==> config.mk <==
export PLATFORM = sky130hd
export DESIGN_NAME = dbell_index_writer
export DESIGN_NICKNAME = d
export VERILOG_FILES = /design/src/rtl/dbell_pkg.sv /design/src/rtl/dbell_rr_arb.sv /design/src/rtl/dbell_index_calc.sv /design/src/rtl/dbell_index_writer.sv
export SDC_FILE = /design/constraint.sdc
export NUM_CORES = 1
export LEC_CHECK = 0
export BUFFER_PORTS_ARGS = -buffer_cell sky130_fd_sc_hd__buf_2
export CAP_MARGIN = 5
export CORE_AREA = 2 2 207 209
export DETAILED_ROUTE_END_ITERATION = 16
export DIE_AREA = 0 0 209 211
export PLACE_DENSITY_LB_ADDON = 0.08
export SYNTH_ARGS = -nofsm -noshare
export SYNTH_HDL_FRONTEND = slang
export SYNTH_SLANG_ARGS = --single-unit
==> constraint.sdc <==
create_clock -name clk -period 14.8 [get_ports clk]
set_input_delay 3.7 -clock clk [delete_from_list [all_inputs] [get_ports clk]]
set_output_delay 3.7 -clock clk [all_outputs]
set_load 0.01 [all_outputs]
==> src/rtl/dbell_pkg.sv <==
package dbell_pkg;
  typedef enum logic {
    ST_FREE = 1'b0,
    ST_RING = 1'b1
  } dbell_state_e;
endpackage

==> src/rtl/dbell_rr_arb.sv <==
module dbell_rr_arb #(
  parameter int N_REQ = 3,
  localparam int PTR_W = (N_REQ > 1) ? $clog2(N_REQ) : 1
) (
  input  logic             clk,
  input  logic             rst_n,
  input  logic [N_REQ-1:0] req_i,
  input  logic             take_i,
  output logic [N_REQ-1:0] gnt_o,
  output logic [PTR_W-1:0] win_o
);
  logic [PTR_W-1:0] ptr_q, ptr_d;

  always_comb begin
    logic found;
    found = 1'b0;
    gnt_o = '0;
    win_o = '0;
    for (int k = 1; k <= N_REQ; k++) begin
      int c;
      c = (int'(ptr_q) + k) % N_REQ;
      if (!found && req_i[c]) begin
        gnt_o[c] = 1'b1;
        win_o    = PTR_W'(c);
        found    = 1'b1;
      end
    end
  end

  always_comb begin
    ptr_d = ptr_q;
    if (take_i && (|req_i)) ptr_d = win_o;
  end

  always_ff @(posedge clk or negedge rst_n) begin
    if (!rst_n) ptr_q <= PTR_W'(N_REQ - 1);
    else        ptr_q <= ptr_d;
  end

  assert_arb_onehot_R2: assert property (@(posedge clk) disable iff (!rst_n)
    $onehot0(gnt_o));
  assert_arb_serves_req_R3: assert property (@(posedge clk) disable iff (!rst_n)
    (|req_i) |-> ((gnt_o & req_i) != '0));
endmodule

==> src/rtl/dbell_index_calc.sv <==
module dbell_index_calc #(
  parameter int IDX_W = 64
) (
  input  logic [IDX_W-1:0] value_i,
  input  logic [IDX_W-1:0] wr_idx_i,
  input  logic [IDX_W-1:0] rd_idx_i,
  input  logic [IDX_W-1:0] qsize_i,
  input  logic             small_i,
  input  logic             wrap_i,
  output logic [IDX_W-1:0] base_o,
  output logic [IDX_W-1:0] ring_o
);
  logic [IDX_W-1:0] limit;
  logic [IDX_W-1:0] mask;

  always_comb begin
    limit  = rd_idx_i + qsize_i;
    mask   = (qsize_i << 1) - IDX_W'(1);
    if (small_i) base_o = (wr_idx_i < limit) ? wr_idx_i : limit;
    else         base_o = value_i + IDX_W'(1);
    if (wrap_i)  ring_o = (base_o & mask) << 4;
    else         ring_o = base_o;
  end
endmodule

==> src/rtl/dbell_index_writer.sv <==
module dbell_index_writer
  import dbell_pkg::*;
#(
  parameter int N_REQ = 3,
  parameter int IDX_W = 64,
  localparam int PTR_W = (N_REQ > 1) ? $clog2(N_REQ) : 1
) (
  input  logic                   clk,
  input  logic                   rst_n,
  input  logic [N_REQ-1:0]       req_valid_i,
  input  logic [N_REQ*IDX_W-1:0] req_value_i,
  input  logic [IDX_W-1:0]       wr_idx_i,
  input  logic [IDX_W-1:0]       rd_idx_i,
  input  logic [IDX_W-1:0]       qsize_i,
  input  logic                   small_mode_i,
  input  logic                   wrap_mode_i,
  input  logic                   db_ready_i,
  output logic                   db_valid_o,
  output logic [IDX_W-1:0]       db_data_o,
  output logic [IDX_W-1:0]       max_sig_o,
  output logic                   busy_o,
  output logic [N_REQ-1:0]       grant_o,
  output logic [N_REQ-1:0]       done_o
);
  dbell_state_e     st_q, st_d;
  logic             lock_q, lock_d;
  logic [N_REQ-1:0] own_q, own_d;
  logic [N_REQ-1:0] done_q, done_d;
  logic [IDX_W-1:0] data_q, data_d;
  logic [IDX_W-1:0] max_q, max_d;
  logic [N_REQ-1:0] gnt;
  logic [PTR_W-1:0] win;
  logic [IDX_W-1:0] sel_value, base_idx, ring_idx;
  logic             cas_ok, accept;

  // Compare-and-swap succeeds only while the flag is free.
  assign cas_ok = (st_q == ST_FREE) && !lock_q && (|req_valid_i);
  assign accept = (st_q == ST_RING) && db_ready_i;

  dbell_rr_arb #(.N_REQ(N_REQ)) u_arb (
    .clk    (clk),
    .rst_n  (rst_n),
    .req_i  (req_valid_i),
    .take_i (cas_ok),
    .gnt_o  (gnt),
    .win_o  (win)
  );

  always_comb begin
    sel_value = '0;
    for (int k = 0; k < N_REQ; k++) begin
      if (int'(win) == k) sel_value = req_value_i[k*IDX_W +: IDX_W];
    end
  end

  dbell_index_calc #(.IDX_W(IDX_W)) u_calc (
    .value_i  (sel_value),
    .wr_idx_i (wr_idx_i),
    .rd_idx_i (rd_idx_i),
    .qsize_i  (qsize_i),
    .small_i  (small_mode_i),
    .wrap_i   (wrap_mode_i),
    .base_o   (base_idx),
    .ring_o   (ring_idx)
  );

  always_comb begin
    st_d   = st_q;
    lock_d = lock_q;
    own_d  = own_q;
    data_d = data_q;
    max_d  = max_q;
    done_d = '0;
    if (cas_ok) begin
      st_d   = ST_RING;
      lock_d = 1'b1;
      own_d  = gnt;
      data_d = ring_idx;
      if (base_idx > max_q) max_d = base_idx;
    end else if (accept) begin
      st_d   = ST_FREE;
      lock_d = 1'b0;
      done_d = own_q;
      own_d  = '0;
    end
  end

  always_ff @(posedge clk or negedge rst_n) begin
    if (!rst_n) begin
      st_q   <= ST_FREE;
      lock_q <= 1'b0;
      own_q  <= '0;
      done_q <= '0;
      data_q <= '0;
      max_q  <= '0;
    end else begin
      st_q   <= st_d;
      lock_q <= lock_d;
      own_q  <= own_d;
      done_q <= done_d;
      if (cas_ok) data_q <= data_d;
      if (cas_ok) max_q  <= max_d;
    end
  end

  assign db_valid_o = (st_q == ST_RING);
  assign db_data_o  = data_q;
  assign max_sig_o  = max_q;
  assign busy_o     = lock_q;
  assign grant_o    = own_q;
  assign done_o     = done_q;

  assert_one_owner_R2: assert property (@(posedge clk) disable iff (!rst_n)
    $onehot0(grant_o) && (busy_o == (grant_o != '0)));
  assert_max_monotonic_R7: assert property (@(posedge clk) disable iff (!rst_n)
    1'b1 |=> (max_sig_o >= $past(max_sig_o)));
  assert_db_hold_R8: assert property (@(posedge clk) disable iff (!rst_n)
    (db_valid_o && !db_ready_i) |=> (db_valid_o && $stable(db_data_o) && $stable(grant_o)));
  assert_release_R9: assert property (@(posedge clk) disable iff (!rst_n)
    (db_valid_o && db_ready_i) |=> (!busy_o && !db_valid_o && $onehot(done_o)));
endmodule

Word level (Yosys, flattened, before mapping):

Index checks and enable logic that the tools add are counted.

* reductions and logical operators: 16
* div/mod/pow operators: 3
* $add $sub $neg: 6
* bitwise logic cells: 4
* multiplexer cells: 35
* equality and inequality tests: 2
* magnitude comparators: 8

Operators by type and width (number)
* $mux W64: 6
* $ge A32 B1 Y1 const B: 3
* $lt A32 B4 Y1 const B: 3
* $mod A32 B3 Y32 const B: 3
* $add A64 B1 Y64 const B: 1
* $add A64 B64 Y64: 1
* $gt A64 B64 Y1: 1
* $lt A64 B64 Y1: 1
* $and A60 B60 Y60: 1
* $sub A60 B1 Y60 const B: 1
* $mux W3: 7
* $mux W1: 13
* $logic_and A1 B1 Y1: 9
* $add A2 B2 Y3 const B: 2
* $bmux W1 S2: 3
* $demux W1 S2: 3
* $mux W2: 3
* $or A3 B3 Y3: 2
* $eq A2 B2 Y1 const B: 2
* $add A2 B1 Y3 const B: 1
* $logic_not A1 Y1: 3
* $reduce_or A3 Y1: 1
* $logic_not A2 Y1: 1
* $reduce_and A2 Y1: 1
* other kinds (2): 2

* register bits: 137
* bits of input ports: 392
* word-level logic and storage cells: 80
* output and inout port bits: 136

Depth between registers and ports, before layout:

Gate-level depths: netlist of the first run.

* word-level depth: 20
* depth in mapped cells: 37
* depth with buffers taken out: 34

Cells and area by module:

Synthesis of the first run repeated with hierarchy kept, for this count alone.

* cells, all modules: 2311
* area, all modules: 18295.0 sq um

Modules (own cells, without submodules)
* dbell_index_calc: cells an instance 1526, times used 1, seq. area each 0.0 sq um, area an instance 10000.8 sq um
* dbell_index_writer: cells an instance 739, times used 1, seq. area each 3378.2 sq um, area an instance 7918.8 sq um
* dbell_rr_arb: cells an instance 46, times used 1, seq. area each 51.3 sq um, area an instance 375.4 sq um

Worst setup path after synthesis of the first run:

OpenSTA, ideal clock, no wires.

* path kind: input port to flip-flop
* start point: in rd_idx_i[0]
* end point: reg max_q[62], in the netlist max_sig_o[62]
* setup time: 125 ps
* stages on the path: 32
* buffers on the path: 4
* arrival time: 11400 ps
* required time: 14675 ps
* path slack: 3275 ps
* cells stage by stage: ha_1 -> inv_1 -> fa_1 -> nand2b_1 -> a21oi_1 -> o21ai_0 -> a2111oi_0 -> o21ai_0 -> a21oi_1 -> a21oi_1 -> o31ai_1 -> xnor2_1 -> ha_1 -> nand4_1 -> nor3_1 -> and3_1 -> nand3_1 -> o21ai_1 -> clkbuf_1 -> clkbuf_1 -> a21oi_1 -> a31o_2 -> ha_1 -> and4_1 -> nand3_1 -> or3_1 -> nor4_1 -> o41ai_1 -> a21boi_0 -> buf_1 -> clkbuf_1 -> mux2_2

* longest elaborated chain between the ends: 6

RTL lines
* start: declaration: line dbell_index_writer.sv:13 `input logic [IDX_W-1:0] rd_idx_i,`
* $add A64 B64 Y64 *: line dbell_index_calc.sv:17 `limit = rd_idx_i + qsize_i;`
* $lt A64 B64 Y1: line dbell_index_calc.sv:19 `if (small_i) base_o = (wr_idx_i < limit) ? wr_idx_i : limit;`
* $mux W64 * (2 in a row): line dbell_index_calc.sv:19
* named net base_idx[63]: line dbell_index_writer.sv:33 `logic [IDX_W-1:0] sel_value, base_idx, ring_idx;`
* $gt A64 B64 Y1 *: line dbell_index_writer.sv:79 `if (base_idx > max_q) max_d = base_idx;`
* $reduce_and A2 Y1 (no line) *
* end signal: assignment: line dbell_index_writer.sv:102 `if (cas_ok) max_q <= max_d;`
* end: declaration: line dbell_index_writer.sv:30 `logic [IDX_W-1:0] max_q, max_d;`

Mark *: on every way through the listed nets, which the timed path passes. The rest lies on a longest branch.
A chain may end at the register's enable or synchronous reset.

Worst setup path in the final report of the first run:

* start point: in qsize_i[0]
* end point: reg max_q[55], in the netlist max_sig_o[55]

* longest elaborated chain between the ends: 6

RTL lines
* start: declaration: line dbell_index_writer.sv:14 `input logic [IDX_W-1:0] qsize_i,`
* $add A64 B64 Y64 *: line dbell_index_calc.sv:17
* $lt A64 B64 Y1: line dbell_index_calc.sv:19
* $mux W64 * (2 in a row): line dbell_index_calc.sv:19
* named net base_idx[18]: line dbell_index_writer.sv:33
* $gt A64 B64 Y1 *: line dbell_index_writer.sv:79
* $reduce_and A2 Y1 (no line) *

Marks and branches as above.

==> flow_metrics.env, run 1 <==
export IMPL_vias_per_cell=6.21
export IMPL_seq_area_um2=3430
export IMPL_whs_path_depth=2
export IMPL_ant_nets=0
export IMPL_irDropWorstVdd_mv=0.143
export IMPL_initial_core_util=0.435
export IMPL_place_ws_ns=0.984
export IMPL_final_nets=3345
export IMPL_layout_commonest_cell="buf_2"
export IMPL_rr_startpoint="u_arb.ptr_q[0]"
export IMPL_dpl_hpwl_um=68900
export IMPL_layout_drive_gt1_share=0.254
export IMPL_min_to="db_data_o[51]"
export IMPL_num_rows=75
export IMPL_worstPathMaxFanout=53
export IMPL_grt_use_total=0.368
export IMPL_place_gp_congestion=1.04
export IMPL_final_setup_skew_ns=0.0180
export IMPL_cp_required_ns=15.18
export IMPL_tightest_slew_ns=1.19
export IMPL_cts_tree="yes"
export IMPL_syn_nets=2905
export IMPL_synth_edff_count=0
export IMPL_antenna_found_initial=7
export IMPL_routed_wl_um=83400
export IMPL_fillers=4100
export IMPL_grt_pass1_vias=19767
export IMPL_dr_pass1_iters=6
export IMPL_maxCapViolations=0
export IMPL_ctsResizeCount=0
export IMPL_reg2reg_depth=22
export IMPL_synth_seq_cells=137
export IMPL_ys_types=97
export IMPL_min_period_over_period=0.917
export IMPL_io_buffers=527
export IMPL_startpoint_type="primary input"
export IMPL_route_detailed_drc=0
export IMPL_die_area_um2=44100
export IMPL_core_area_um2=41800
export IMPL_htreeDepth=4
export IMPL_drt_iter0_drc=1857
export IMPL_rr_endpoint="max_sig_o[55]"
export IMPL_synthCells=2316
export IMPL_grt_pass1_wl_um=122000
export IMPL_worstSetupPathType="in -> reg"
export IMPL_powerDensity_nw_per_um2=178
export IMPL_cts_root_buf="clkbuf_16"
export IMPL_synth_top_flop_cell="dfrtp_1"
export IMPL_synthArstFlopShare=1.00
export IMPL_reg2reg_slack_ns=5.95
export IMPL_syn_avg_cell_area_um2=7.85
export IMPL_slowest_stage="a211oi_1"
export IMPL_timing_fmax_mhz=73.7
export IMPL_area_growth_pct=19.8
export IMPL_netlist_area_um2=18200
export IMPL_min_delay_start="db_data_o[51]"
export IMPL_power_leakage_nw=10.1
export IMPL_clk_path_buf_depth=2
export IMPL_finalMaxSlewViolations=0
export IMPL_finalSetupViolCount=0
export IMPL_hold_path_class="reg -> reg"
export IMPL_post_cts_buffers=0
export IMPL_grt_overflow=0
export IMPL_grt_max_degree=83
export IMPL_end_kind="flop"
export IMPL_max_slew_margin=0.198
export IMPL_cpPeakStageDelay_ns=0.95
export IMPL_cp_num_buf_inv=4
export IMPL_cts_buffers=17
export IMPL_yosysWarnings=0
export IMPL_die_w_um=209
export IMPL_clock_sinks=137
export IMPL_grt_setup_unrepaired="false"
export IMPL_outcome="finished clean"
export IMPL_crit_family="compound AO/OA/AOI/OAI gates"
export IMPL_hold_buffers=0
export IMPL_multi_input_area_um2=13900
export IMPL_die_y_um=211
export IMPL_yosysSeqAreaShare=0.189
export IMPL_arrival_ns=13.95
export IMPL_mostFrequentLayoutCells="buf_2, nand2_1, ha_1"
export IMPL_min_period_ns=13.57
export IMPL_clock_latency_ns=0.49
export IMPL_post_route_worst_setup_slack_ns=1.23
export IMPL_ios=528
export IMPL_cts_reportedPaths_clkPinSlew_ns=0.07
export IMPL_finalHoldViolCount=0
export IMPL_routedWlPerCell_um=25.2
export IMPL_vias=20557
export IMPL_tns_ns=0
area by class of cell:
cell class | instances | share of cell area
multi-input cells | 1947 | 0.637
flip-flops and latches | 137 | 0.157
repair buffers | 548 | 0.129
well taps | 539 | 0.0310
clock buffers | 18 | 0.0202
inverters | 105 | 0.0181
clock inverters | 14 | 0.00712
diodes | 3 | 0.000345
flip-flops by register name (all words and copies together), names as in the netlist:
| signal | flops |
|---|---|
| grant_o | 3 |
| db_data_o | 64 |
| done_o | 3 |
| busy_o | 1 |
| u_arb.ptr_q | 2 |
| max_sig_o | 64 |
power by group:
part | total [W] | internal (W) | switching, W | leakage [nW]
combinational | 0.00276 | 0.00101 | 0.00175 | 8.13
clock | 0.000449 | 0.000242 | 0.000207 | 0.283
sequential | 0.000667 | 0.000542 | 0.000126 | 1.67
total | 0.00387 | 0.00179 | 0.00208 | 10.1
worst register-to-register path, stage by stage (launching register included):
cell and delay, ns:
dfrtp_1 0.39, inv_1 0.09, ha_1 0.56, nand2_1 0.23, a31o_2 0.44, a211oi_4 0.85, buf_4 0.41, a221o_1 0.41
nand4bb_1 0.32, or4_4 0.60, nor3_2 0.51, a311oi_1 0.25, nor3_1 0.67, ha_1 0.24, and4_1 0.21, nand3_1 0.12
or3_1 0.50, nor4_1 0.31, buf_4 0.20, o41ai_1 0.12, a21boi_4 0.48, buf_12 0.34, mux2_2 0.50
how the worst max path moves through the flow:
stage | start | end | slack, ns | cells past startpoint
2_1_floorplan | rd_idx_i[0] | max_sig_o[62] | 3.28 | 32
3_3_place_gp | qsize_i[0] | max_sig_o[62] | 1.27 | 34
3_5_place_dp | qsize_i[0] | max_sig_o[55] | 0.98 | 34
4_1_cts | qsize_i[0] | max_sig_o[60] | 1.48 | 34
5_1_grt | qsize_i[0] | max_sig_o[56] | 0.54 | 35
6_report | qsize_i[0] | max_sig_o[55] | 1.23 | 35
synth_stat cells (12+ instances only):
master | number | share of area
nor3_1 | 65 | 0.018
and3_1 | 17 | 0.0059
ha_1 | 196 | 0.13
a32oi_1 | 32 | 0.015
o211ai_1 | 38 | 0.016
a221o_1 | 40 | 0.022
a21oi_1 | 163 | 0.045
nand2_1 | 232 | 0.048
a21boi_0 | 46 | 0.019
nand2b_1 | 25 | 0.0086
buf_2 | 19 | 0.0052
nor4_1 | 28 | 0.0096
o21a_1 | 26 | 0.011
a21o_1 | 51 | 0.021
a221oi_1 | 13 | 0.0063
a211oi_1 | 22 | 0.0091
mux2_2 | 63 | 0.039
inv_1 | 104 | 0.021
nor2b_1 | 23 | 0.0079
a31oi_1 | 40 | 0.014
nor2_1 | 129 | 0.027
dfrtp_1 | 136 | 0.19
xor2_1 | 78 | 0.038
nand4_1 | 53 | 0.018
o21ai_0 | 127 | 0.035
and2_1 | 21 | 0.0072
o31ai_1 | 15 | 0.0062
or3_1 | 20 | 0.0069
clkbuf_1 | 87 | 0.018
nand3_1 | 87 | 0.024
mux2i_1 | 30 | 0.017
or4_1 | 12 | 0.0050
xnor2_1 | 75 | 0.036
metrics by stage:
step                      hold WS (ns)  instances  total power [W]   util  area, um^2
after floorplan                  0.479       2316          0.00237      -       18200
after global placement           0.446       3276          0.00333  0.507       21200
after detailed placement         0.451       3276          0.00337  0.507       21200
after CTS                        0.465       3308          0.00383  0.521       21800
after global routing             0.483       3311          0.00413  0.522       21800
final                            0.462       3311          0.00387  0.522       21800
kinds of logic (layout without fill, tap and decap cells):
kind of cell             Yosys count  in the layout  share of synthesized area
adder cells (fa/ha/maj)          197            197                      0.136
multiplexers                      93             93                     0.0556
buffers and inverters            232            685                     0.0519
XOR/XNOR                         153            153                     0.0737
AO/OA/AOI/OAI                    726            726                      0.275
AND/OR/NAND/NOR                  778            778                      0.219
other                              0              3                          0
flip-flops                       137            137                      0.189
per-layer routing:
layer  GRT usage  vias up  part of all wire
met1       0.486     9860              0.43
met2       0.606      947              0.47
met3      0.0578      142             0.069
li1            -     9600                 -
met5           0        -           0.00070
met4       0.140        8             0.034
No activity file was read; power rests on OpenSTA's default activity.
==> run 2: changes to the inputs <==
Settings changed: CORE_AREA 2 2 207 209 to 2 2 204 206, DIE_AREA 0 0 209 211 to 0 0 206 208.
Clock period 14.8 ns to 14.2 ns, I/O delays scaled along.
==> flow_metrics.env, run 2 (synthesis results as in run 1) <==
export IMPL_cp_required_ns=14.55
export IMPL_grt_use_total=0.380
export IMPL_multi_input_area_um2=13900
export IMPL_slowest_stage="o21a_2"
export IMPL_core_area_um2=40600
export IMPL_seq_area_um2=3430
export IMPL_layout_commonest_cell="buf_2"
export IMPL_grt_pass1_wl_um=123000
export IMPL_route_detailed_drc=0
export IMPL_ant_nets=0
export IMPL_min_period_over_period=0.937
export IMPL_finalSetupViolCount=0
export IMPL_hold_buffers=0
export IMPL_top_layer="met5"
export IMPL_worstPathMaxFanout=45
export IMPL_power_leakage_nw=10.1
export IMPL_grt_max_degree=74
export IMPL_mostFrequentLayoutCells="buf_2, nand2_1, ha_1"
export IMPL_layout_drive_gt1_share=0.255
export IMPL_dpl_hpwl_um=69400
export IMPL_tightest_slew_ns=1.22
export IMPL_startpoint_type="primary input"
export IMPL_grt_setup_unrepaired="false"
export IMPL_place_ws_ns=0.565
export IMPL_vias_per_cell=6.31
export IMPL_irDropWorstVdd_mv=0.201
export IMPL_clk_path_buf_depth=2
export IMPL_finalMaxSlewViolations=0
export IMPL_wl_met2_um=39300
export IMPL_cts_root_buf="clkbuf_16"
export IMPL_drt_iter0_drc=2052
export IMPL_timing_fmax_mhz=75.2
export IMPL_fillers=4002
export IMPL_cts_tree="yes"
export IMPL_die_area_um2=42800
export IMPL_hold_path_class="reg -> reg"
export IMPL_post_cts_buffers=0
export IMPL_antenna_found_initial=5
export IMPL_tns_ns=0
export IMPL_num_rows=74
export IMPL_powerDensity_nw_per_um2=187
export IMPL_outcome="finished clean"
export IMPL_cpPeakStageDelay_ns=0.92
export IMPL_die_y_um=208
export IMPL_fin_area_um2=21800
export IMPL_io_buffers=527
export IMPL_initial_core_util=0.448
export IMPL_finalHoldViolCount=0
export IMPL_place_gp_congestion=1.00
export IMPL_routed_wl_um=84000
export IMPL_vias=20901
export IMPL_final_setup_skew_ns=0.0164
export IMPL_wl_met1_um=35000
export IMPL_dr_pass1_iters=5
export IMPL_post_route_worst_setup_slack_ns=0.898
export IMPL_htreeDepth=4
export IMPL_ctsResizeCount=0
export IMPL_routedWlPerCell_um=25.4
export IMPL_clock_latency_ns=0.47
export IMPL_die_w_um=206
export IMPL_clock_sinks=137
export IMPL_postPlaceCellArea_um2=21200
export IMPL_cts_buffers=17
export IMPL_final_nets=3351
export IMPL_grt_pass1_vias=19875
export IMPL_min_period_ns=13.30
export IMPL_cts_reportedPaths_clkPinSlew_ns=0.06
export IMPL_end_kind="flop"
export IMPL_p_total_w=0.00408
export IMPL_worstSetupPathType="in -> reg"
export IMPL_grt_overflow=0
export IMPL_reg2reg_slack_ns=5.63
export IMPL_wl_met3_um=6410
export IMPL_max_slew_margin=0.181
export IMPL_maxCapViolations=0
export IMPL_arrival_ns=13.65
export IMPL_ios=528
export IMPL_area_growth_pct=20.0
## run 2: cell count changes in the layout (fill, tap and decap cells not counted), sizes merged
cell	before	now
clkinvlp	3	2
clkinv	4	3
diode	3	6
inv	111	106
bufinv	1	3
buf	548	554
clkbuf	18	21
## run 2: cell type report
type | count | area share
Multi-Input combinational cell | 1947 | 0.635
Sequential cell | 137 | 0.157
Timing Repair Buffer | 554 | 0.131
Tap cell | 532 | 0.0305
Clock buffer | 21 | 0.0211
Inverter | 105 | 0.0181
Clock inverter | 9 | 0.00642
Antenna cell | 6 | 0.000688
## run 2: worst paths after layout
| kind | start | end | depth (start not counted) |
|---|---|---|---|
| max | qsize_i[0] | max_sig_o[62] | 33 |
| min | db_data_o[19] | db_data_o[19] | 2 |
| max reg2reg | u_arb.ptr_q[0] | max_sig_o[62] | 23 |
| min reg2reg | db_data_o[19] | db_data_o[19] | 2 |
| max in group asynchronous | rst_n | max_sig_o[49] | 2 |
| min in group asynchronous | rst_n | db_data_o[8] | 1 |
## run 2: worst max-delay path: cells and delay by family
family,cells,cell delay [ns]
xor gates and xnor gates,1,0.17
buffers and inverters,4,0.89
adders and majority gates,4,1.24
and+or+nand+nor,8,1.64
muxes,1,0.36
AOI/OAI and AO/OA,15,5.76
## run 2: power breakdown
part,switching (W),leakage [nW],internal (W),total [W]
clock network,0.000193,0.286,0.000285,0.000478
logic,0.00184,8.15,0.00106,0.00290
registers,0.000134,1.67,0.000565,0.000699
## run 2: per-stage QoR
step	std cells	hold slack [ns]	util
global route	3309	0.490	0.538
finish	3311	0.460	0.538
floorplan	2316	0.479	-
CTS	3305	0.465	0.538
global placement	3275	0.446	0.523
detailed placement	3275	0.451	0.523
## run 2: per-layer routing
layer / up-vias / track usage
li1: 9613 / -
met3: 159 / 0.0518
met2: 1100 / 0.622
met4: 2 / 0.155
met1: 10027 / 0.500
met5: - / 0
